### config.mk
export PLATFORM = sky130hd
export DESIGN_NAME = utx_cell_fifo
export DESIGN_NICKNAME = d
export VERILOG_FILES = /design/src/rtl/utx_pkg.sv /design/src/rtl/utx_parity_chk.sv /design/src/rtl/utx_ctl_reg.sv /design/src/rtl/utx_cell_store.sv /design/src/rtl/utx_cell_fifo.sv
export SDC_FILE = /design/constraint.sdc
export NUM_CORES = 2
export LEC_CHECK = 0
export CAP_MARGIN = 10
export CORE_MARGIN = 4
export CORE_UTILIZATION = 61
export CTS_CLUSTER_DIAMETER = 120
export DETAILED_ROUTE_END_ITERATION = 12
export PLACE_DENSITY = 0.85
export SLEW_MARGIN = 20
export SYNTH_ARGS = -nofsm -noshare
export SYNTH_HDL_FRONTEND = slang
export SYNTH_SLANG_ARGS = --single-unit
### constraint.sdc
create_clock -name clk -period 5.28 [get_ports clk]
set_input_delay 1.056 -clock clk [delete_from_list [all_inputs] [get_ports clk]]
set_output_delay 1.056 -clock clk [all_outputs]
set_load 0.005 [all_outputs]
### src/rtl/utx_pkg.sv
package utx_pkg;

  // Fault pulses from the write side, ordered as status bits 2..0.
  typedef struct packed {
    logic par;
    logic ovr;
    logic aln;
  } utx_evt_t;

  localparam int REG_W = 8;

  // Bit positions inside the control/status register.
  localparam int B_DROP = 7;
  localparam int B_FLSH = 6;
  localparam int B_EN_H = 5;
  localparam int B_EN_L = 3;

endpackage

### src/rtl/utx_parity_chk.sv
module utx_parity_chk #(
  parameter int DW = 8
) (
  input  logic [DW-1:0] data,
  input  logic          par,
  output logic          good
);
  // Odd parity: data bits plus parity bit carry an odd number of ones.
  assign good = ^{data, par};
endmodule

### src/rtl/utx_ctl_reg.sv
module utx_ctl_reg
  import utx_pkg::*;
(
  input  logic             clk,
  input  logic             rst_n,
  input  logic             reg_wr,
  input  logic             reg_rd,
  input  logic [REG_W-1:0] reg_wdata,
  input  utx_evt_t         evt,
  output logic [REG_W-1:0] reg_rdata,
  output logic             drop_bad,
  output logic             flush,
  output logic             irq
);
  logic       drop_q, drop_d;
  logic [2:0] en_q, en_d;
  logic [2:0] st_q, st_d;
  logic [2:0] evt_v;
  logic       unused_wbits;

  assign evt_v        = evt;
  assign unused_wbits = ^reg_wdata[2:0];

  always_comb begin
    drop_d = drop_q;
    en_d   = en_q;
    st_d   = st_q;
    if (reg_wr) begin
      drop_d = reg_wdata[B_DROP];
      en_d   = reg_wdata[B_EN_H:B_EN_L];
    end
    if (reg_rd) st_d = 3'b000;
    st_d = st_d | evt_v;
  end

  always_ff @(posedge clk or negedge rst_n) begin
    if (!rst_n) begin
      drop_q <= 1'b0;
      en_q   <= 3'b000;
      st_q   <= 3'b000;
    end else begin
      drop_q <= drop_d;
      en_q   <= en_d;
      st_q   <= st_d;
    end
  end

  assign flush     = reg_wr & reg_wdata[B_FLSH];
  assign drop_bad  = drop_q;
  assign reg_rdata = {drop_q, 1'b0, en_q, st_q};
  assign irq       = |(en_q & st_q);

  // a read with no fault in the same cycle leaves all status clear.
  p_rd_clear_r8: assert property (@(posedge clk) disable iff (!rst_n)
    (reg_rd && (evt_v == 3'b000)) |=> (reg_rdata[2:0] == 3'b000));

  // a fault always survives a simultaneous read.
  p_evt_sticky_r8: assert property (@(posedge clk) disable iff (!rst_n)
    (evt_v != 3'b000) |=> ((reg_rdata[2:0] & $past(evt_v)) == $past(evt_v)));
endmodule

### src/rtl/utx_cell_store.sv
module utx_cell_store #(
  parameter int DW    = 8,
  parameter int OCT   = 53,
  parameter int SLOTS = 4
) (
  input  logic                   clk,
  input  logic                   rst_n,
  input  logic                   flush,
  input  logic                   wr_en,
  input  logic [$clog2(OCT)-1:0] wr_idx,
  input  logic [DW-1:0]          wr_data,
  input  logic                   commit,
  input  logic                   rd_en,
  output logic [DW-1:0]          rd_data,
  output logic                   rd_soc,
  output logic                   rd_valid,
  output logic                   space_avail
);
  localparam int IDX_W  = $clog2(OCT);
  localparam int SLOT_W = (SLOTS > 1) ? $clog2(SLOTS) : 1;
  localparam int CNT_W  = $clog2(SLOTS + 1);
  localparam int DEPTH  = SLOTS * OCT;
  localparam int ADDR_W = $clog2(DEPTH);

  logic [DW-1:0]     mem [DEPTH];
  logic [SLOT_W-1:0] wr_slot_q, wr_slot_d, rd_slot_q, rd_slot_d;
  logic [IDX_W-1:0]  rd_idx_q, rd_idx_d;
  logic [CNT_W-1:0]  cnt_q, cnt_d;
  logic [ADDR_W-1:0] wr_addr, rd_addr;
  logic              step, rd_last, pop;

  function automatic logic [SLOT_W-1:0] slot_inc(input logic [SLOT_W-1:0] s);
    if (s == SLOT_W'(SLOTS - 1)) slot_inc = '0;
    else                         slot_inc = s + SLOT_W'(1);
  endfunction

  assign wr_addr = ADDR_W'(wr_slot_q) * ADDR_W'(OCT) + ADDR_W'(wr_idx);
  assign rd_addr = ADDR_W'(rd_slot_q) * ADDR_W'(OCT) + ADDR_W'(rd_idx_q);

  assign rd_valid    = (cnt_q != '0);
  assign space_avail = (cnt_q < CNT_W'(SLOTS));
  assign step        = rd_en & rd_valid;
  assign rd_last     = (rd_idx_q == IDX_W'(OCT - 1));
  assign pop         = step & rd_last;

  always_comb begin
    cnt_d     = cnt_q;
    wr_slot_d = wr_slot_q;
    rd_slot_d = rd_slot_q;
    rd_idx_d  = rd_idx_q;
    if (flush) begin
      cnt_d     = '0;
      wr_slot_d = '0;
      rd_slot_d = '0;
      rd_idx_d  = '0;
    end else begin
      if (step) begin
        if (rd_last) begin
          rd_idx_d  = '0;
          rd_slot_d = slot_inc(rd_slot_q);
        end else begin
          rd_idx_d = rd_idx_q + IDX_W'(1);
        end
      end
      if (commit) wr_slot_d = slot_inc(wr_slot_q);
      cnt_d = cnt_q + CNT_W'(commit) - CNT_W'(pop);
    end
  end

  always_ff @(posedge clk or negedge rst_n) begin
    if (!rst_n) begin
      cnt_q     <= '0;
      wr_slot_q <= '0;
      rd_slot_q <= '0;
      rd_idx_q  <= '0;
    end else begin
      cnt_q     <= cnt_d;
      wr_slot_q <= wr_slot_d;
      rd_slot_q <= rd_slot_d;
      rd_idx_q  <= rd_idx_d;
    end
  end

  // Storage array: data only, no reset needed.
  always_ff @(posedge clk) begin
    if (wr_en) mem[wr_addr] <= wr_data;
  end

  assign rd_data = mem[rd_addr];
  assign rd_soc  = (rd_idx_q == '0);

  // never more complete cells than slots.
  p_count_bound_r1: assert property (@(posedge clk) disable iff (!rst_n)
    cnt_q <= CNT_W'(SLOTS));

  // a completed cell is never accepted while every slot is full.
  p_no_commit_full_r1: assert property (@(posedge clk) disable iff (!rst_n)
    commit |-> (space_avail || pop));
endmodule

### src/rtl/utx_cell_fifo.sv
module utx_cell_fifo
  import utx_pkg::*;
#(
  parameter int DATA_W      = 8,
  parameter int CELL_OCTETS = 53,
  parameter int CELL_SLOTS  = 4
) (
  input  logic              clk,
  input  logic              rst_n,
  input  logic              in_valid,
  input  logic              in_soc,
  input  logic [DATA_W-1:0] in_data,
  input  logic              in_par,
  output logic              space_avail,
  input  logic              rd_en,
  output logic              rd_valid,
  output logic [DATA_W-1:0] rd_data,
  output logic              rd_soc,
  input  logic              reg_wr,
  input  logic              reg_rd,
  input  logic [REG_W-1:0]  reg_wdata,
  output logic [REG_W-1:0]  reg_rdata,
  output logic              irq
);
  localparam int IDX_W = $clog2(CELL_OCTETS);
  localparam int LAST  = CELL_OCTETS - 1;

  logic             par_ok, flush, drop_bad, xfer;
  logic             open_q, open_d;
  logic             drop_q, drop_d;
  logic             perr_q, perr_d;
  logic [IDX_W-1:0] idx_q, idx_d;
  logic             wr_en, commit, perr_all;
  logic [IDX_W-1:0] wr_idx;
  utx_evt_t         evt;

  utx_parity_chk #(.DW(DATA_W)) u_par (
    .data (in_data),
    .par  (in_par),
    .good (par_ok)
  );

  utx_ctl_reg u_reg (
    .clk       (clk),
    .rst_n     (rst_n),
    .reg_wr    (reg_wr),
    .reg_rd    (reg_rd),
    .reg_wdata (reg_wdata),
    .evt       (evt),
    .reg_rdata (reg_rdata),
    .drop_bad  (drop_bad),
    .flush     (flush),
    .irq       (irq)
  );

  utx_cell_store #(
    .DW    (DATA_W),
    .OCT   (CELL_OCTETS),
    .SLOTS (CELL_SLOTS)
  ) u_store (
    .clk         (clk),
    .rst_n       (rst_n),
    .flush       (flush),
    .wr_en       (wr_en),
    .wr_idx      (wr_idx),
    .wr_data     (in_data),
    .commit      (commit),
    .rd_en       (rd_en),
    .rd_data     (rd_data),
    .rd_soc      (rd_soc),
    .rd_valid    (rd_valid),
    .space_avail (space_avail)
  );

  // A transfer in a flush cycle is ignored.
  assign xfer     = in_valid & ~flush;
  assign perr_all = perr_q | ~par_ok;

  always_comb begin
    open_d  = open_q;
    drop_d  = drop_q;
    perr_d  = perr_q;
    idx_d   = idx_q;
    wr_en   = 1'b0;
    wr_idx  = idx_q;
    commit  = 1'b0;
    evt.par = xfer & ~par_ok;
    evt.ovr = xfer & in_soc & ~space_avail;
    evt.aln = xfer & (in_soc ? open_q : ~open_q);
    if (flush) begin
      open_d = 1'b0;
    end else if (xfer && in_soc) begin
      open_d = 1'b1;
      drop_d = ~space_avail;
      perr_d = ~par_ok;
      idx_d  = IDX_W'(1);
      wr_idx = '0;
      wr_en  = space_avail;
    end else if (xfer && open_q) begin
      wr_en  = ~drop_q;
      perr_d = perr_all;
      if (idx_q == IDX_W'(LAST)) begin
        open_d = 1'b0;
        commit = ~drop_q & ~(drop_bad & perr_all);
      end else begin
        idx_d = idx_q + IDX_W'(1);
      end
    end
  end

  always_ff @(posedge clk or negedge rst_n) begin
    if (!rst_n) begin
      open_q <= 1'b0;
      drop_q <= 1'b0;
      perr_q <= 1'b0;
      idx_q  <= '0;
    end else begin
      open_q <= open_d;
      drop_q <= drop_d;
      perr_q <= perr_d;
      idx_q  <= idx_d;
    end
  end

  // a bad-parity transfer raises the parity status.
  p_par_flag_r2: assert property (@(posedge clk) disable iff (!rst_n)
    (in_valid && !flush && !par_ok) |=> reg_rdata[2]);

  // a start with no free slot raises the overrun status.
  p_ovr_flag_r4: assert property (@(posedge clk) disable iff (!rst_n)
    (in_valid && in_soc && !flush && !space_avail) |=> reg_rdata[1]);

  // an octet with no open cell raises the alignment status.
  p_aln_flag_r5: assert property (@(posedge clk) disable iff (!rst_n)
    (in_valid && !in_soc && !flush && !open_q) |=> reg_rdata[0]);

  // a flush leaves the FIFO empty.
  p_flush_empty_r6: assert property (@(posedge clk) disable iff (!rst_n)
    flush |=> (!rd_valid && space_avail));
endmodule

# After elaboration in Yosys (flattened, before gate mapping)
# Memory sizes are Yosys's and may differ from the RTL's.
# Index checks and enable logic that the tools add are counted.
dict set report classes {
  addsub 8
  n_mul 2
  n_lt_le_gt_ge 1
  n_eq_ne 5
  n_mux 33
  bitwise 19
  reduce_logical 17
}
# operator count
set op_table {}
lappend op_table {{$mux 6} 8}
lappend op_table {{$add 8x6->8} 2}
lappend op_table {{$mul 2x6->8 const B} 2}
lappend op_table {{$mux 1} 16}
lappend op_table {{$mux 2} 7}
lappend op_table {{$add 6x1->6 const B} 2}
lappend op_table {{$eq 6x6->1 const B} 2}
lappend op_table {{$and 1x1->1} 10}
lappend op_table {{$reduce_bool 3->1} 3}
lappend op_table {{$reduce_xor 9->1} 1}
lappend op_table {{$reduce_and 2->1} 4}
lappend op_table {{$reduce_bool 2->1} 4}
lappend op_table {{$logic_not 6->1} 1}
lappend op_table {{$mux 3} 2}
lappend op_table {{$not 1->1} 6}
lappend op_table {{$add 2x1->2 const B} 2}
lappend op_table {{$eq 2x2->1 const B} 2}
lappend op_table {{$add 3x1->3} 1}
lappend op_table {{$and 3x3->3} 1}
lappend op_table {{$lt 3x3->1 const B} 1}
lappend op_table {{$or 3x3->3} 1}
lappend op_table {{$reduce_and 3->1} 1}
lappend op_table {{$reduce_or 3->1} 1}
lappend op_table {{$sub 3x1->3} 1}
lappend op_table {{other kinds (3)} 4}
dict set report totals {
  reg_bits 29
  ram_bits 1696
  in_bits 24
  memories 1
}
# name words width rd rd_clocked_by_memory_dff write_ports line_no
set mem_list {}
lappend mem_list {u_store.mem 212 8 1 0 1 utx_cell_store.sv:25} ;# logic [DW-1:0] mem [DEPTH];

# Depth between registers and ports, before layout
dict set report logic_depth {
  depth_word 13
  depth_mapped 15
  depth_no_buf 14
}

# Cells and area by module
# From an unflattened synthesis, not the netlist that was laid out.
dict set report hier_totals {
  hier_cells 3237
  hier_area_um2 68411.9
}
# module instances cells_per_inst area_each_um2
set modules_own_cells {}
lappend modules_own_cells {utx_cell_store 1 3135 67417.2}
lappend modules_own_cells {utx_cell_fifo 1 74 626.9}
lappend modules_own_cells {utx_ctl_reg 1 21 285.3}
lappend modules_own_cells {utx_parity_chk 1 7 82.6}

# Worst setup path before layout
# No wires, ideal clock.
dict set report synth_path {
  kind {in2reg}
  startpoint {input in_soc}
  endpoint {memory u_store.mem[144][0], enable pin}
  arrival_ns 4.420
  required_time_ns 4.910
  setup_slack_ns 0.490
  stages 14
  cell_sequence {clkbuf_1 -> and3_1 -> clkbuf_1 -> nor2b_1 -> ha_1 -> ha_1 -> a21o_1 -> a21oi_1 -> o21bai_1 -> a21oi_1 -> xor2_1 -> nand3_1 -> clkbuf_1 -> nor2_1}
}
dict set report synth_between {
  elab_chain_len 5
  elab_cells_between_ends 8
  classes_between {add/sub: 1; mux: 6; reduce/logical: 1}
}
# element line_no
set synth_lines {}
lappend synth_lines {{start, declared} utx_cell_fifo.sv:11} ;# input logic in_soc,
lappend synth_lines {{$logic_and 1x1->1 *} utx_cell_fifo.sv:92} ;# end else if (xfer && in_soc) begin
lappend synth_lines {{parallel branches: the longest is 4 deep, another holds $add 8x6->8} -}
lappend synth_lines {{end, declared} utx_cell_store.sv:25}
# Mark *: on every way between the ends.

# Worst setup path in the final report
dict set report layout_path {
  startpoint {register u_store.rd_slot_q[0]}
  endpoint {output rd_data[6]}
}
dict set report layout_between {
  elab_chain_len 3
}
# element line_no
set layout_lines {}
lappend layout_lines {{start, declared} utx_cell_store.sv:26} ;# logic [SLOT_W-1:0] wr_slot_q, wr_slot_d, rd_slot_q, rd_slot_d;
lappend layout_lines {{start signal, assigned} utx_cell_store.sv:79} ;# rd_slot_q <= rd_slot_d;
lappend layout_lines {{$mul 2x6->8} utx_cell_store.sv:38} ;# assign rd_addr = ADDR_W'(rd_slot_q) * ADDR_W'(OCT) + ADDR_W'(rd_idx_q);
lappend layout_lines {{$add 8x6->8} utx_cell_store.sv:38}
lappend layout_lines {{$mem_v2 212x8} -}
lappend layout_lines {{end, declared} utx_cell_fifo.sv:17} ;# output logic [DATA_W-1:0] rd_data,
# Every way passes these cells.

==> summary.md <==
| Metric | Value |
|---|---|
| Outcome | `complete, but fails checks` |
| Failing checks | `setup timing` |
| Logic pwr share | `0.021` |
| Psw | `5.65 mW` |
| Chip height | `343 um` |
| Post-Synthesis Cells | `3314` |
| WP data arrival | `4.86 ns` |
| Clk Latency, worst-skew pair | `0.81 ns` |
| DR WL/cell | `37.1 um` |
| Leak | `26.3 nW` |
| Most used flip-flop cell after synthesis | `edfxtp_1` |
| Hold WS | `0.501 ns` |
| Register area share after synthesis | `0.756` |
| CTS Buffer Depth | `3` |
| Cell-internal power | `21.8 mW` |
| Largest net degree at the start of global routing | `161` |
| CP endpoint kind | `output pin` |
| Vias per cell | `7.24` |
| Total die area | `117000 um^2` |
| Endpoints failing hold | `0` |
| Commonest non-fill, non-tap cell in the layout | `edfxtp_1` |
| Unrepaired setup endpoints after global routing | `true` |
| Max Freq | `169 MHz` |
| Power per cell area | `341 nW/um^2` |
| Worst Hold Path Cells | `2` |
| GP Congestion | `0.942` |
| Place WS | `-0.597 ns` |
| Final HPWL DP | `108000 um` |
| Initial Util | `0.615` |
| Post-synth EDFFs | `1696` |
| Worst R2R Path Depth | `13` |
| Root Buffer | `clkbuf_16` |
| Post-Syn Area per Cell | `20.6 um^2` |
| I/O pins | `44` |
| Global Route Usage Sum | `0.350` |
| Final antenna-violating net count | `0` |
| Core Footprint | `111000 um^2` |
| Die Span X | `343 um` |
| Seq cells post-synth | `1725` |
| Synth area leader | `edfxtp_1` |
| Rows | `122` |
| Clock tree sinks | `1725` |
| Commonest non-fill, non-tap cells in the layout | `edfxtp_1 (1696), buf_4 (462), mux4_2 (452), nor2_1 (257), nand2_1 (191)` |
| Slack of the critical path | `-0.635 ns` |
| Storage element area | `51700 um^2` |
| Clock power share | `0.429` |
| YS warnings | `0` |
| TritonCTS clock tree | `done` |
| Initial antenna violation count | `9` |
| PortBufs | `39` |
| Multi-input gate area | `16300 um^2` |
| Max Clock Skew | `0.0342 ns` |
| Top post-synthesis cells by area | `edfxtp_1 (75%), mux4_2 (15%), nor2_1 (1.4%)` |
| Tightest Pin Transition | `1.14 ns` |
| DR iter-0 viols | `6827` |
| Reg clk slew, reported paths | `0.06 ns` |
| Setup crit start kind | `register` |
| Switching Fraction | `0.206` |
| Total number of vias | `39.8k` |
| # DRC | `0` |
| Final #Nets | `3939` |
| CTS H-tree depth | `4` |
| Post-synth cell types | `59` |
| Vias in the first global route | `40.2k` |
| Post-synth ARST share | `0.0168` |
| Syn_nets | `3374` |
| Cell Area, Synth | `68300 um^2` |
| Final period util | `1.12` |
| Top-area cell type share of the netlist area | `0.746` |
| Layout cells sized above 1 | `0.343` |
| Fin. max-slew vios | `0` |
| P&R area growth vs syn | `17.8%` |
| Critical path fanouts, max | `7` |
| R2R Setup Slk | `1.27 ns` |
| Hold WC Path Type | `reg -> reg` |
| Max-slew headroom | `0.239` |
| WP data required | `4.22 ns` |
| Final WL | `204000 um` |
| Final min period | `5.92 ns` |
| TNS Setup | `-3.70 ns` |
| Gr ovfl total | `0` |
| Critical path type | `reg -> out` |
| DRT Pass-1 Iters | `6` |
| Max-Cap Viols | `0` |
| Peak supply drop | `329 uV` |
| Setup Viol. Count Final | `8` |
| First-pass GRT wire length | `290000 um` |
| Register share of total power | `0.550` |
| # fillers | `5614` |
| Total CTS buffers | `165` |
final timing paths:
check                                                 startpoint                               end
worst min register to register                perr_q$_DFFE_PN0P_                perr_q$_DFFE_PN0P_
worst min-delay path                          perr_q$_DFFE_PN0P_                perr_q$_DFFE_PN0P_
min in group asynchronous                                  rst_n         u_reg.en_q[1]$_DFFE_PN0P_
worst max-delay path            u_store.rd_slot_q[0]$_DFFE_PN0P_                        rd_data[6]
max in group asynchronous                                  rst_n  u_store.rd_slot_q[0]$_DFFE_PN0P_
worst max register to register              idx_q[2]$_DFFE_PN0P_     u_store.mem[188][0]$_DFFE_PP_
logic make-up after synthesis:
| group | synth area share |
|---|---|
| DFF | 0.756 |
| AOI/OAI and AO/OA | 0.0181 |
| adders and majority gates | 0.00715 |
| muxes | 0.158 |
| xor gates and xnor gates | 0.00357 |
| and+or+nand+nor | 0.0386 |
| buffers and inverters | 0.0183 |
| other | 0.0000549 |
flip-flops by register name, summed over array words and instances (netlist names):
register           flops
drop_q                 1
idx_q                  6
open_q                 1
perr_q                 1
u_reg.drop_bad         1
u_reg.en_q             3
u_reg.st_q             3
u_store.cnt_q          3
u_store.mem         1696
u_store.rd_idx_q       6
u_store.rd_slot_q      2
u_store.wr_slot_q      2
through the flow:
stage	total power, mW	util	instance area (um^2)	std cells
CTS	27.4	0.721	80100	5475
detailed placement	15.9	0.664	73700	5148
global route	28.1	0.725	80400	5493
finish	27.4	0.725	80400	5500
global placement	15.9	0.664	73700	5148
floorplan	15.5	-	68300	3314
power by group through the flow:
stage / Sequential, mW / Combinational (mW) / Clock [mW]
6_report: 15.1 / 0.581 / 11.8
5_1_grt: 15.1 / 0.600 / 12.4
4_1_cts: 15.1 / 0.553 / 11.7
3_5_place_dp: 15.4 / 0.535 / 0
3_3_place_gp: 15.4 / 0.503 / 0
2_1_floorplan: 15.4 / 0.135 / 0
routing by layer:
layer,vias up,wire [um],global-route usage
met4,8,17700,0.228
met3,1074,27200,0.0988
li1,14738,-,-
met2,4064,98500,0.558
met5,-,108,0
met1,19947,60300,0.424
layout make-up:
class,instances,area share
Sequential cell,1725,0.642
Clock inverter,88,0.0108
Clock buffer,205,0.0541
Antenna cell,7,0.000218
Multi-Input combinational cell,1377,0.203
Tap cell,1488,0.0231
Inverter,25,0.00121
Timing Repair Buffer,585,0.0659
critical path, cell delays in order (launching register included):
cell and delay, ns:
dfrtp_2 0.44, ha_4 0.28, inv_1 0.07, fa_4 0.84, buf_12 0.16, buf_12 0.14
buf_12 0.11, mux4_2 0.31, mux4_2 0.49, nand2_2 0.09, o211ai_1 0.17, o211ai_1 0.54
a2111oi_4 0.22, buf_2 0.19
cell usage after synthesis, drive strengths merged (4+ instances only):
master	number
dfrtp	29
a2111oi	7
nor2	261
a211o	4
inv	25
edfxtp	1696
and3	11
xor2	11
nor4	7
nor2b	5
nand2b	5
o22ai	25
or3	5
a31oi	18
nand2	203
mux2i	54
o21ai	16
nand4	16
xnor2	16
nor3	24
mux2	5
and2	16
ha	31
o211ai	8
o2111ai	5
mux4	452
a32oi	12
a21oi	38
buf	123
clkbuf	64
fa	5
a311oi	5
a22oi	7
a32o	6
a211oi	17
nand3	59
timing repair:
item,4_1_cts,5_1_grt
setup buffers,37,22
hold buffers,0,0
pin swaps,53,29
setup endpoints to repair,8,8
gates resized for setup,193,51
cloned,4,0
hold endpoints to repair,0,0
Note: power is estimated with default switching activity, not from simulation.
